File: src/rtl/gpio_ovr_pkg.sv
package gpio_ovr_pkg;
  localparam int REG_DATA = 0;
  localparam int REG_DIR  = 1;
  localparam int REG_PIN  = 2;

  typedef enum logic [1:0] {
    PIN_PLAIN = 2'd0,
    PIN_RX    = 2'd1,
    PIN_TX    = 2'd2
  } pin_role_e;

  function automatic pin_role_e role_of(int pin, int n_ser);
    if (pin >= 2 * n_ser) return PIN_PLAIN;
    return (pin % 2 == 1) ? PIN_TX : PIN_RX;
  endfunction
endpackage

File: src/rtl/gpio_sync.sv
// Input synchronizer; deliberately not reset so it always tracks the pads
module gpio_sync #(
  parameter int WIDTH  = 8,
  parameter int STAGES = 2
) (
  input  logic             clk_i,
  input  logic [WIDTH-1:0] d_i,
  output logic [WIDTH-1:0] q_o
);
  logic [WIDTH-1:0] stage_q [STAGES];

  always_ff @(posedge clk_i) stage_q[0] <= d_i;

  for (genvar s = 1; s < STAGES; s++) begin : g_stage
    always_ff @(posedge clk_i) stage_q[s] <= stage_q[s-1];
  end

  assign q_o = stage_q[STAGES-1];
endmodule

File: src/rtl/gpio_regs.sv
module gpio_regs
  import gpio_ovr_pkg::*;
#(
  parameter int WIDTH  = 8,
  parameter int ADDR_W = 2
) (
  input  logic              clk_i,
  input  logic              rst_ni,
  input  logic [ADDR_W-1:0] addr_i,
  input  logic              we_i,
  input  logic [WIDTH-1:0]  wdata_i,
  output logic [WIDTH-1:0]  data_o,
  output logic [WIDTH-1:0]  dir_o
);
  logic wr_data, wr_dir;

  assign wr_data = we_i && (addr_i == ADDR_W'(REG_DATA));
  assign wr_dir  = we_i && (addr_i == ADDR_W'(REG_DIR));

  always_ff @(posedge clk_i or negedge rst_ni) begin
    if (!rst_ni) begin
      data_o <= '0;
      dir_o  <= '0;
    end else begin
      if (wr_data) data_o <= wdata_i;
      if (wr_dir)  dir_o  <= wdata_i;
    end
  end
endmodule

File: src/rtl/gpio_pad_mux.sv
module gpio_pad_mux
  import gpio_ovr_pkg::*;
#(
  parameter int WIDTH = 8,
  parameter int N_SER = 2
) (
  input  logic [WIDTH-1:0] data_i,
  input  logic [WIDTH-1:0] dir_i,
  input  logic [N_SER-1:0] ser_en_i,
  input  logic [N_SER-1:0] ser_tx_i,
  output logic [WIDTH-1:0] pad_out_o,
  output logic [WIDTH-1:0] pad_oe_o
);
  for (genvar i = 0; i < WIDTH; i++) begin : g_pin
    localparam pin_role_e ROLE = role_of(i, N_SER);
    localparam int        SER  = i / 2;
    if (ROLE == PIN_TX) begin : g_tx
      assign pad_oe_o[i]  = ser_en_i[SER] | dir_i[i];
      assign pad_out_o[i] = ser_en_i[SER] ? ser_tx_i[SER] : data_i[i];
    end else if (ROLE == PIN_RX) begin : g_rx
      assign pad_oe_o[i]  = ~ser_en_i[SER] & dir_i[i];
      assign pad_out_o[i] = ~ser_en_i[SER] & data_i[i];
    end else begin : g_plain
      assign pad_oe_o[i]  = dir_i[i];
      assign pad_out_o[i] = data_i[i];
    end
  end
endmodule

File: src/rtl/gpio_rd_mux.sv
module gpio_rd_mux
  import gpio_ovr_pkg::*;
#(
  parameter int WIDTH  = 8,
  parameter int ADDR_W = 2
) (
  input  logic [ADDR_W-1:0] addr_i,
  input  logic [WIDTH-1:0]  data_i,
  input  logic [WIDTH-1:0]  dir_i,
  input  logic [WIDTH-1:0]  pin_i,
  output logic [WIDTH-1:0]  rdata_o
);
  logic [WIDTH-1:0] port_view;

  assign port_view = (data_i & dir_i) | (pin_i & ~dir_i);

  always_comb begin
    unique case (addr_i)
      ADDR_W'(REG_DATA): rdata_o = port_view;
      ADDR_W'(REG_DIR):  rdata_o = dir_i;
      ADDR_W'(REG_PIN):  rdata_o = pin_i;
      default:           rdata_o = '0;
    endcase
  end
endmodule

File: src/rtl/gpio_ovr_port.sv
module gpio_ovr_port
  import gpio_ovr_pkg::*;
#(
  parameter int WIDTH       = 8,
  parameter int N_SER       = 2,
  parameter int ADDR_W      = 2,
  parameter int SYNC_STAGES = 2
) (
  input  logic              clk_i,
  input  logic              rst_ni,
  input  logic [ADDR_W-1:0] addr_i,
  input  logic              we_i,
  input  logic [WIDTH-1:0]  wdata_i,
  output logic [WIDTH-1:0]  rdata_o,
  input  logic [WIDTH-1:0]  pad_in_i,
  output logic [WIDTH-1:0]  pad_out_o,
  output logic [WIDTH-1:0]  pad_oe_o,
  input  logic [N_SER-1:0]  ser_en_i,
  input  logic [N_SER-1:0]  ser_tx_i,
  output logic [N_SER-1:0]  ser_rx_o
);
  logic [WIDTH-1:0] data_q, dir_q, pin_sync;

  gpio_sync #(.WIDTH(WIDTH), .STAGES(SYNC_STAGES)) u_sync (
    .clk_i (clk_i),
    .d_i   (pad_in_i),
    .q_o   (pin_sync)
  );

  gpio_regs #(.WIDTH(WIDTH), .ADDR_W(ADDR_W)) u_regs (
    .clk_i   (clk_i),
    .rst_ni  (rst_ni),
    .addr_i  (addr_i),
    .we_i    (we_i),
    .wdata_i (wdata_i),
    .data_o  (data_q),
    .dir_o   (dir_q)
  );

  gpio_pad_mux #(.WIDTH(WIDTH), .N_SER(N_SER)) u_pad (
    .data_i    (data_q),
    .dir_i     (dir_q),
    .ser_en_i  (ser_en_i),
    .ser_tx_i  (ser_tx_i),
    .pad_out_o (pad_out_o),
    .pad_oe_o  (pad_oe_o)
  );

  gpio_rd_mux #(.WIDTH(WIDTH), .ADDR_W(ADDR_W)) u_rd (
    .addr_i  (addr_i),
    .data_i  (data_q),
    .dir_i   (dir_q),
    .pin_i   (pin_sync),
    .rdata_o (rdata_o)
  );

  for (genvar k = 0; k < N_SER; k++) begin : g_rx
    assign ser_rx_o[k] = pin_sync[2*k];
  end
endmodule

File: config.mk
export PLATFORM = sky130hd
export DESIGN_NAME = gpio_ovr_port
export DESIGN_NICKNAME = d
export VERILOG_FILES = /design/src/rtl/gpio_ovr_pkg.sv /design/src/rtl/gpio_sync.sv /design/src/rtl/gpio_regs.sv /design/src/rtl/gpio_pad_mux.sv /design/src/rtl/gpio_rd_mux.sv /design/src/rtl/gpio_ovr_port.sv
export SDC_FILE = /design/constraint.sdc
export NUM_CORES = 1
export LEC_CHECK = 0
export BUFFER_PORTS_ARGS = -buffer_cell sky130_fd_sc_hd__buf_2
export CORE_AREA = 3 3 54 56
export CTS_BUF_LIST = sky130_fd_sc_hd__clkbuf_8
export DETAILED_ROUTE_END_ITERATION = 6
export DIE_AREA = 0 0 57 59
export PLACE_DENSITY = 0.83
export SYNTH_ARGS = -nofsm -noshare
export SYNTH_HDL_FRONTEND = slang
export SYNTH_SLANG_ARGS = --single-unit
File: constraint.sdc
create_clock -name clk_i -period 1.84 [get_ports clk_i]
set_clock_uncertainty 0.05 [all_clocks]
set_input_delay 0 -clock clk_i [delete_from_list [all_inputs] [get_ports clk_i]]
set_output_delay 0 -clock clk_i [all_outputs]
set_load 0.03 [all_outputs]
[Word level (Yosys, flattened, before mapping)]
Memory sizes are Yosys's and may differ from the RTL's.
Index checks and enable logic that the tools add are counted.
Storage, ports and cells
  bits in registers: 16
  RAM bits: 16
  input bits: 25
  output and inout bits: 26
  word-level logic and storage cells: 23
  memories: 1
Cells by class
  equal/unequal tests: 2
  muxes and demuxes: 3
  bitwise gates (word level): 12
  reductions and logical operators: 3
Memory list
  u_sync.stage_q: depth 2, bits a word 8, rd ports 2, clocked after Yosys merged registers in 0, write ports 2, line gpio_sync.sv:10  | logic [WIDTH-1:0] stage_q [STAGES];
Operator list (number)
  $pmux W8 S3: 1
  $and A8 B8 Y8: 2
  $not A8 Y8: 1
  $or A8 B8 Y8: 1
  $and A1 B1 Y1: 4
  $eq A2 B1 Y1 const B: 1
  $eq A2 B2 Y1 const B: 1
  $logic_and A1 B1 Y1: 2
  $logic_not A2 Y1: 1
  $mux W1: 2
  $not A1 Y1: 2
  $or A1 B1 Y1: 2

[Logic depth before layout (Yosys ltp)]
Gate-level depths: netlist (run 1).
  depth after elaboration: 4
  depth in mapped cells: 4
  gate-level depth less buffers: 2

[Hierarchy]
Synthesis (run 1) repeated with hierarchy kept, for this count alone.
Second synthesis, totals
  cells, all modules: 107
  area total of the unflattened synthesis: 1350.0 µm²
Modules (own cells, without submodules)
  gpio_regs: instances 1, cells each 34, area an instance 610.6 µm², seq. area each 400.4 µm²
  gpio_sync: instances 1, cells each 24, area an instance 380.4 µm², seq. area each 320.3 µm²
  gpio_rd_mux: instances 1, cells each 33, area an instance 221.5 µm², seq. area each 0.0 µm²
  gpio_pad_mux: instances 1, cells each 16, area an instance 137.6 µm², seq. area each 0.0 µm²

[Worst setup path after synthesis (run 1)]
OpenSTA, ideal clock, no wires.
  path type: reg2out
  start point: register u_regs.dir_o[5]
  end point: output rdata_o[5]
  arrival: 1065 ps
  data required time: 1790 ps
  setup slack: 725 ps
  stages on the path, launching flop included: 3
  path buffers: 0
  path through: dfrtp_1 > nor2b_1 > mux2i_1
Between the ends
  word-level cells in the longest chain between the ends: 4
  elaborated cells between the ends (all ways): 5
  those cells by class: mux: 1; bitwise: 4
RTL lines
  start: declaration: line gpio_regs.sv:13  | output logic [WIDTH-1:0] dir_o
  start signal: assignment: line gpio_regs.sv:26  | if (wr_dir) dir_o <= wdata_i;
  $not A8 Y8: line gpio_rd_mux.sv:15  | assign port_view = (data_i & dir_i) | (pin_i & ~dir_i);
  $and A8 B8 Y8: line gpio_rd_mux.sv:15
  $or A8 B8 Y8: line gpio_rd_mux.sv:15
  $pmux W8 S3 (*): line gpio_rd_mux.sv:18  | unique case (addr_i)
  end: declaration: line gpio_ovr_port.sv:14  | output logic [WIDTH-1:0] rdata_o,
Every way passes the cells marked *; elsewhere a longest branch is shown, timed or not.

[Final worst setup path (run 1)]
Ends and elaborated chain as after synthesis.

==> out/qor.csv, run 1 <==
metric;value;unit
cts_buffers;5;
ys_warn_count;0;
post_cts_buffers;0;
synth_area_per_cell;12.6;µm²
drt_iter0_drc;16;
critical_path_required;1.79;ns
nets;189;
slowest_stage;dfrtp_1;
path_cells;nor2b_1 -> mux2i_1 -> buf_2;
max_freq;788;MHz
ys_ff_latch;32;
drtPass1Iterations;4;
multi_input_area;480;µm²
finalCritPeriodShare;68.9;%
ant_nets;0;
setup.worst_path.class;reg -> out;
reg2reg_from;u_regs.dir_o[6];
slew_violations;0;
r2r_slack;1.00;ns
cap_violations;0;
critPathCaptureType;primary output;
die_area;3360;µm²
crit_fanout;3;
areaGrowthSynthToFinish;34.3;%
drive_gt1_share;47.3;%
cts.clk_slew.worst_paths;0.06;ns
grt_use_total;17.2;%
cts_tree;built;
worst_slew_margin_rel;72.8;%
clock_path_buffers;2;
insertion_delay;0.27;ns
hold_violations;0;
grt_pass1_vias;1011;
row_count;18;
grt_pass1_wl;4.34;mm
placed_cells;170;
synth_area;1300;µm²
yosysSeqAreaShare;55.3;%
cts_sinks;32;
synthDistinctLibCells;13;
status;finished, final reports clean;
hold_path.class;in -> async;
power_leakage;0.000865;µW
reg2regPathDepth;1;
finalSetupViolCount;0;
drc;0;
gp_congestion;0.695;
port_buffers;50;
ctsRootBufferMaster;clkbuf_8;
slowest_delay;0.36;ns
wl;2.55;mm
core-area;2480;µm²
fin_setup_tns;0;ns
vias;903;
start_util;52.6;%
fillerInstances;189;
reg2reg_to;u_regs.dir_o[6];
antenna_found_initial;0;
cp-start-kind;flop;
post_cts_resize_count;0;
h-tree-depth;2;
power_density;1050;nW/µm²
grt_max_degree;19;
period_needed;1.27;ns
syn-num-nets;128;
cp.arrival;1.22;ns
die_y;59;µm
seqCellArea;721;µm²
drt-vias-per-instance;4.63;
max-vdd-ir-drop;0.873;mV
chipWidth;57;µm
tightestPinTransition;0.408;ns
grt_overflow;0;
ios;51;
final_cell_count_no_fill;195;
diodes;0;
syn_inst;103;
wire_per_inst;13.1;µm
rsz0062_at_grt;no;
-- stage by stage --
step           worst slack [ns]  area (µm²)  util, %  hold WS (ns)  total power [µW]
6_report                  0.571        1750     70.6         0.122              1840
3_5_place_dp              0.641        1490     60.1        -0.120              1310
3_3_place_gp              0.660        1490     60.1        -0.127              1290
4_1_cts                   0.555        1750     70.6         0.132              1860
2_1_floorplan             0.725        1300        -        -0.346              1220
5_1_grt                   0.442        1750     70.6         0.159              1930
-- where the power goes --
part / leakage (µW) / switching (µW) / internal [µW]
logic: 0.000487 / 282 / 199
clock network: 0.0000538 / 222 / 293
registers: 0.000324 / 55.0 / 785
-- cell families (layout without fill, tap and decap cells) --
logic type,Yosys count,after routing,share of synthesized area (%)
and+or+nand+nor,32,32,15.2
muxes,26,26,21.7
DFF,32,32,55.3
buffers and inverters,13,75,7.78
-- layout by cell type, fill, tap and decap left out --
| master | Yosys | layout |
|---|---|---|
| nand2b_1 | 15 | 15 |
| nor2_1 | 8 | 8 |
| dlygate4sd3_1 | 0 | 17 |
| or2_2 | 2 | 2 |
| inv_1 | 0 | 2 |
| dfxtp_1 | 16 | 16 |
| dfrtp_1 | 16 | 16 |
| clkbuf_8 | 0 | 6 |
| nand3b_2 | 1 | 1 |
| buf_2 | 0 | 50 |
| mux2i_1 | 8 | 8 |
| nor2b_1 | 5 | 5 |
| mux2_2 | 18 | 18 |
| nor3b_4 | 1 | 1 |
-- worst max-delay path by stage --
stage	depth (start not counted)	slack, ns	end	start
2_1_floorplan	2	0.72	rdata_o[5]	u_regs.dir_o[5]
3_5_place_dp	3	0.64	u_regs.data_o[0]	addr_i[0]
5_1_grt	3	0.44	rdata_o[5]	u_regs.dir_o[5]
6_report	3	0.57	rdata_o[5]	u_regs.dir_o[5]
3_3_place_gp	3	0.66	u_regs.data_o[2]	addr_i[0]
4_1_cts	3	0.56	rdata_o[5]	u_regs.dir_o[5]
-- layer usage --
| layer | routed length, µm | track usage, % | vias up |
|---|---|---|---|
| met5 | 0 | 0 | - |
| met4 | 45 | 8.94 | 0 |
| met3 | 152 | 5.66 | 7 |
| met2 | 1410 | 31.5 | 27 |
| met1 | 948 | 17.3 | 421 |
| li1 | - | - | 448 |
-- state kept, by name (all words and copies together), names as in the netlist --
register / flops
u_regs.data_o: 8
u_regs.dir_o: 8
u_sync.stage_q: 16
-- cell type report --
type	count	area share, %
tap	30	2.15
multi-input combinational	58	27.5
sequential	32	41.2
clock inverter	2	0.429
clock buffer	6	4.72
timing repair buffer	67	24.0
-- critical path: cells and delay by family, from the launching register on --
| family | cells | cell delay, ns |
|---|---|---|
| DFF | 1 | 0.36 |
| muxes | 1 | 0.20 |
| and+or+nand+nor | 1 | 0.18 |
| buffers and inverters | 1 | 0.21 |
-- cells in the mapped netlist --
cell type | instances | share of area [%]
mux2_2 | 18 | 16
dfxtp_1 | 16 | 25
nor3b_4 | 1 | 1.4
nand2b_1 | 15 | 7.2
or2_2 | 2 | 0.96
dfrtp_1 | 16 | 31
nor2b_1 | 5 | 2.4
mux2i_1 | 8 | 6.1
clkbuf_1 | 1 | 0.29
buf_4 | 10 | 5.8
nor2_1 | 8 | 2.3
buf_6 | 2 | 1.7
nand3b_2 | 1 | 0.86
-- timing repair --
action / CTS / global route
hold endpoints to repair: 40 / 0
hold buffers: 17 / 0
setup endpoints to repair: 0 / 0
Note: power is estimated with default switching activity, not from simulation.
==> run 2, diff against run 1 <==
--- a/config.mk
+++ b/config.mk
@@ -6,11 +6,11 @@
 export NUM_CORES = 1
 export LEC_CHECK = 0
 export BUFFER_PORTS_ARGS = -buffer_cell sky130_fd_sc_hd__buf_2
-export CORE_AREA = 3 3 54 56
+export CORE_AREA = 3 3 58 60
 export CTS_BUF_LIST = sky130_fd_sc_hd__clkbuf_8
 export DETAILED_ROUTE_END_ITERATION = 6
-export DIE_AREA = 0 0 57 59
-export PLACE_DENSITY = 0.83
+export DIE_AREA = 0 0 61 63
+export PLACE_DENSITY = 0.76
 export SYNTH_ARGS = -nofsm -noshare
 export SYNTH_HDL_FRONTEND = slang
 export SYNTH_SLANG_ARGS = --single-unit
==> constraint.sdc (replaced) <==
create_clock -name clk_i -period 1 [get_ports clk_i]
set_clock_uncertainty 0.05 [all_clocks]
set_input_delay 0 -clock clk_i [delete_from_list [all_inputs] [get_ports clk_i]]
set_output_delay 0 -clock clk_i [all_outputs]
set_load 0.03 [all_outputs]
==> out/qor.csv, run 2 (synthesis results as in run 1) <==
metric;value;unit
finalCritPeriodShare;126;%
areaGrowthSynthToFinish;61.3;%
hold_violations;0;
fillerInstances;203;
h-tree-depth;2;
p_clk_share;26.8;%
largest_reg_flops;16;
die_y;63;µm
power_leakage;0.000999;µW
drt_iter0_drc;18;
seqPwrFrac;39.4;%
cts.clk_slew.worst_paths;0.07;ns
status;complete, but fails checks;
max_freq;795;MHz
slew_violations;0;
vias;994;
clock_path_buffers;2;
grt_use_total;17.9;%
core-area;2980;µm²
diodes;0;
insertion_delay;0.27;ns
period_needed;1.26;ns
dp_hpwl;1.99;mm
placed_cells;180;
start_util;43.7;%
grt_overflow;0;
regMostFlops;u_sync.stage_q;
die_area;3840;µm²
drt-vias-per-instance;4.58;
nets;209;
final_common_cell;buf_2;
drc;0;
crit_path_start;u_regs.dir_o[5];
cts_tree;built;
cts_buffers;5;
final_cell_count_no_fill;217;
chipWidth;61;µm
grt_max_degree;17;
cts_sinks;32;
critical_path_required;0.95;ns
utilization;70.5;%
critPathCaptureType;primary output;
finalSetupViolCount;22;
row_count;20;
reg2reg_from;u_regs.data_o[2];
power_density;1870;nW/µm²
comb_power_share;33.8;%
drtPass1Iterations;4;
port_buffers;50;
mostFrequentLayoutCells;buf_2 (31), buf_4 (20), buf_6 (19);
hold_path.class;in -> async;
setup_ws;-0.258;ns
crit_fanout;2;
grt_pass1_vias;1054;
antenna_found_initial;0;
power.internal;2760;µW
ios;51;
ctsRootBufferMaster;clkbuf_8;
cap_violations;0;
max-vdd-ir-drop;1.06;mV
wire_per_inst;14.5;µm
largestRegisters;u_sync.stage_q: 16 flops, u_regs.data_o: 8 flops, u_regs.dir_o: 8 flops;
ant_nets;0;
rsz0062_at_grt;yes;
worst_slew_margin_rel;76.3;%
gp_congestion;0.700;
fin_setup_tns;-2.95;ns
setup.worst_path.class;reg -> out;
tightestPinTransition;0.355;ns
violations;negative setup slack;
grt_pass1_wl;4.93;mm
cp.arrival;1.21;ns
drive_gt1_share;60.3;%
switching_share;29.8;%
wl;3.14;mm
switchingPower;1170;µW
cp-start-kind;flop;
[run 2: changes by cell type in the layout (fill, tap and decap cells not counted), sizes merged]
cell    before  now
clkbuf       6    7
buf         50   70
inv          2    0
[run 2: cell type report]
cell class | instances | area (µm²) | area share (%)
clock buffers | 7 | 96.3 | 4.59
well taps | 33 | 41.3 | 1.97
multi-input cells | 58 | 553 | 26.3
flip-flops and latches | 32 | 721 | 34.3
repair buffers | 87 | 689 | 32.8
[run 2: critical path, stage by stage (launching register included)]
cell and delay [ns]:
dfrtp_1 0.36, nor2b_4 0.16, mux2i_2 0.23, buf_4 0.19
[run 2: repair_timing]
action | 4_1_cts | 5_1_grt
setup endpoints to repair | 17 | 19
setup buffers | 7 | 8
hold endpoints to repair | 40 | 0
gates resized for setup | 36 | 13
hold buffers | 17 | 0
pin swaps | 2 | 0
[run 2: per-stage QoR]
step / total power (µW) / cell area [µm²] / hold WS, ns / setup slack, ns
floorplan: 2280 / 1330 / -0.346 / -0.0103
global placement: 2450 / 1580 / -0.127 / -0.0499
detailed placement: 2480 / 1580 / -0.125 / -0.0738
CTS: 3810 / 2000 / 0.107 / -0.247
global route: 4130 / 2100 / 0.124 / -0.319
finish: 3940 / 2100 / 0.105 / -0.258
[run 2: power by group through the flow]
stage                     registers, µW  logic (µW)  clock network, µW
after CTS                          1540        1190               1080
after detailed placement           1570         910                  0
final                              1550        1330               1060
after global placement             1560         890                  0
after global routing               1570        1410               1150
after floorplan                    1540         742                  0
[run 2: layer usage]
metal	track usage (%)	vias up	share of wire, %
li1	-	487	-
met1	19.5	465	40
met2	31.3	37	53
met3	6.82	5	6.3
met4	4.88	0	0.96
met5	0	-	0
[run 2: path summary, 6_finish.rpt]
path / slack, ns / depth (start not counted) / endpoint
worst max-delay path: -0.26 / 3 / rdata_o[5]
worst min-delay path: 0.11 / 2 / u_regs.data_o[2]
worst max register to register: -0.08 / 3 / u_regs.data_o[2]
worst min register to register: 0.28 / 0 / u_sync.stage_q[0][15]
max in group asynchronous: 0.53 / 2 / u_regs.dir_o[6]
min in group clk_i: 0.23 / 4 / u_regs.data_o[2]
==> run 3, diff against run 2 <==
--- a/config.mk
+++ b/config.mk
@@ -6,11 +6,11 @@
 export NUM_CORES = 1
 export LEC_CHECK = 0
 export BUFFER_PORTS_ARGS = -buffer_cell sky130_fd_sc_hd__buf_2
-export CORE_AREA = 3 3 58 60
+export CORE_AREA = 3 3 54 56
 export CTS_BUF_LIST = sky130_fd_sc_hd__clkbuf_8
 export DETAILED_ROUTE_END_ITERATION = 6
-export DIE_AREA = 0 0 61 63
-export PLACE_DENSITY = 0.76
+export DIE_AREA = 0 0 57 59
+export PLACE_DENSITY = 0.83
 export SYNTH_ARGS = -nofsm -noshare
 export SYNTH_HDL_FRONTEND = slang
 export SYNTH_SLANG_ARGS = --single-unit
==> constraint.sdc (replaced) <==
create_clock -name clk_i -period 1.5 [get_ports clk_i]
set_clock_uncertainty 0.05 [all_clocks]
set_input_delay 0 -clock clk_i [delete_from_list [all_inputs] [get_ports clk_i]]
set_output_delay 0 -clock clk_i [all_outputs]
set_load 0.03 [all_outputs]
==> out/qor.csv, run 3 (synthesis results as in run 1) <==
metric;value;unit
status;finished, final reports clean;
finalCritPeriodShare;84.4;%
cts_tree;built;
fin_setup_tns;0;ns
design_area;1770;µm²
setup.worst_path.class;reg -> out;
ctsRootBufferMaster;clkbuf_8;
critical_path_required;1.45;ns
wl;2.71;mm
mostFrequentLayoutCells;buf_2 (50), mux2_2 (18), dlygate4sd3_1 (17);
path_cells;nor2b_1 -> mux2i_1 -> buf_2;
drt-vias-per-instance;4.66;
finalSetupViolCount;0;
die_area;3360;µm²
row_count;18;
busiest_layer;met2;
grt_overflow;0;
grt_pass1_vias;958;
max-vdd-ir-drop;1.00;mV
port_buffers;50;
h-tree-depth;2;
post_cts_buffers;0;
vias;913;
dp_slack;0.340;ns
cp.arrival;1.22;ns
core-area;2480;µm²
period_needed;1.27;ns
areaGrowthSynthToFinish;35.6;%
drive_gt1_share;48.2;%
rsz0062_at_grt;no;
diodes;0;
drtPass1Iterations;4;
grt_use_total;19.0;%
grt_max_degree;18;
hold_path.class;in -> async;
final_common_cell;buf_2;
die_y;59;µm
chipWidth;57;µm
drc;0;
grt_pass1_wl;4.56;mm
cp-start-kind;flop;
r2r_slack;0.67;ns
clock_path_buffers;2;
hold_violations;0;
post_cts_resize_count;0;
grt_util_met1;20.0;%
gp_congestion;0.770;
power_leakage;0.000872;µW
largestRegisters;u_sync.stage_q: 16 flops, u_regs.data_o: 8 flops, u_regs.dir_o: 8 flops;
slew_violations;0;
setup_ws;0.234;ns
reg2regPathDepth;1;
cts_buffers;5;
drt_iter0_drc;13;
slowest_stage;dfrtp_1;
largest_reg_flops;16;
regMostFlops;u_sync.stage_q;
ant_nets;0;
cts.clk_slew.worst_paths;0.06;ns
critPathCaptureType;primary output;
worst_slew_margin_rel;71.8;%
tightestPinTransition;0.423;ns
cts_sinks;32;
grt_util_met3;6.32;%
power_density;1320;nW/µm²
insertion_delay;0.29;ns
ios;51;
cap_violations;0;
grtUsageMet2;31.8;%
reg2reg_from;u_regs.dir_o[3];
antenna_found_initial;0;
start_util;52.6;%
max_freq;790;MHz
crit_fanout;3;
reg2reg_to;u_regs.dir_o[3];
wire_per_inst;13.8;µm
dpl_cell_area;1500;µm²
dp_hpwl;1.85;mm
slowest_delay;0.36;ns
nets;190;
[run 3: changes by cell type in the layout (fill, tap and decap cells not counted), moves of 2 or more]
cell / delta
buf_2: +19
or2_4: -2
mux2_4: -2
or2_2: +2
mux2_2: +2
buf_4: -19
mux2i_1: +8
nor2b_1: +4
nor2b_4: -4
mux2i_2: -8
buf_6: -19
[run 3: worst max-delay path by stage]
stage,startpoint,to,slack [ns],cells after the start
finish,u_regs.dir_o[5],rdata_o[5],0.23,3
global route,u_regs.dir_o[5],rdata_o[5],0.13,3
CTS,u_regs.dir_o[5],rdata_o[5],0.21,3
detailed placement,addr_i[1],u_regs.data_o[5],0.34,3
global placement,addr_i[1],u_regs.data_o[0],0.36,3
floorplan,u_regs.dir_o[5],rdata_o[5],0.38,2
[run 3: metrics by stage]
stage	cells	total power, µW	util (%)	hold WS [ns]
after detailed placement	171	1610	60.4	-0.117
after floorplan	103	1490	-	-0.346
after CTS	196	2340	71.3	0.101
after global routing	196	2440	71.3	0.106
final	196	2320	71.3	0.0993
after global placement	171	1590	60.4	-0.129
[run 3: critical path, delay by kind of cell, from the launching register on]
kind                   cells  cell delay (ns)
buffers and inverters      1             0.21
multiplexers               1             0.19
flip-flops                 1             0.36
AND/OR/NAND/NOR            1             0.18
[run 3: repair_timing]
| action | 4_1_cts | 5_1_grt |
|---|---|---|
| hold endpoints to repair | 40 | 0 |
| setup endpoints to repair | 0 | 0 |
| hold buffers | 17 | 0 |
[run 3: cell type report]
| type | instances | area (µm²) |
|---|---|---|
| Clock inverter | 1 | 3.75 |
| Tap cell | 30 | 37.5 |
| Clock buffer | 7 | 96.3 |
| Sequential cell | 32 | 721 |
| Multi-Input combinational cell | 58 | 480 |
| Fill cell | 183 | 711 |
| Timing Repair Buffer | 68 | 428 |
[run 3: where the power goes]
| part | switching [µW] | internal [µW] |
|---|---|---|
| Clock | 289 | 411 |
| Sequential | 66.8 | 963 |
| Combinational | 349 | 246 |
[run 3: routing by layer]
metal,routed length (µm),share of wire (%),vias to the layer above
met5,0,0,-
met4,83,3.1,0
met3,176,6.5,8
met2,1430,53,30
met1,1020,38,421
li1,-,-,454
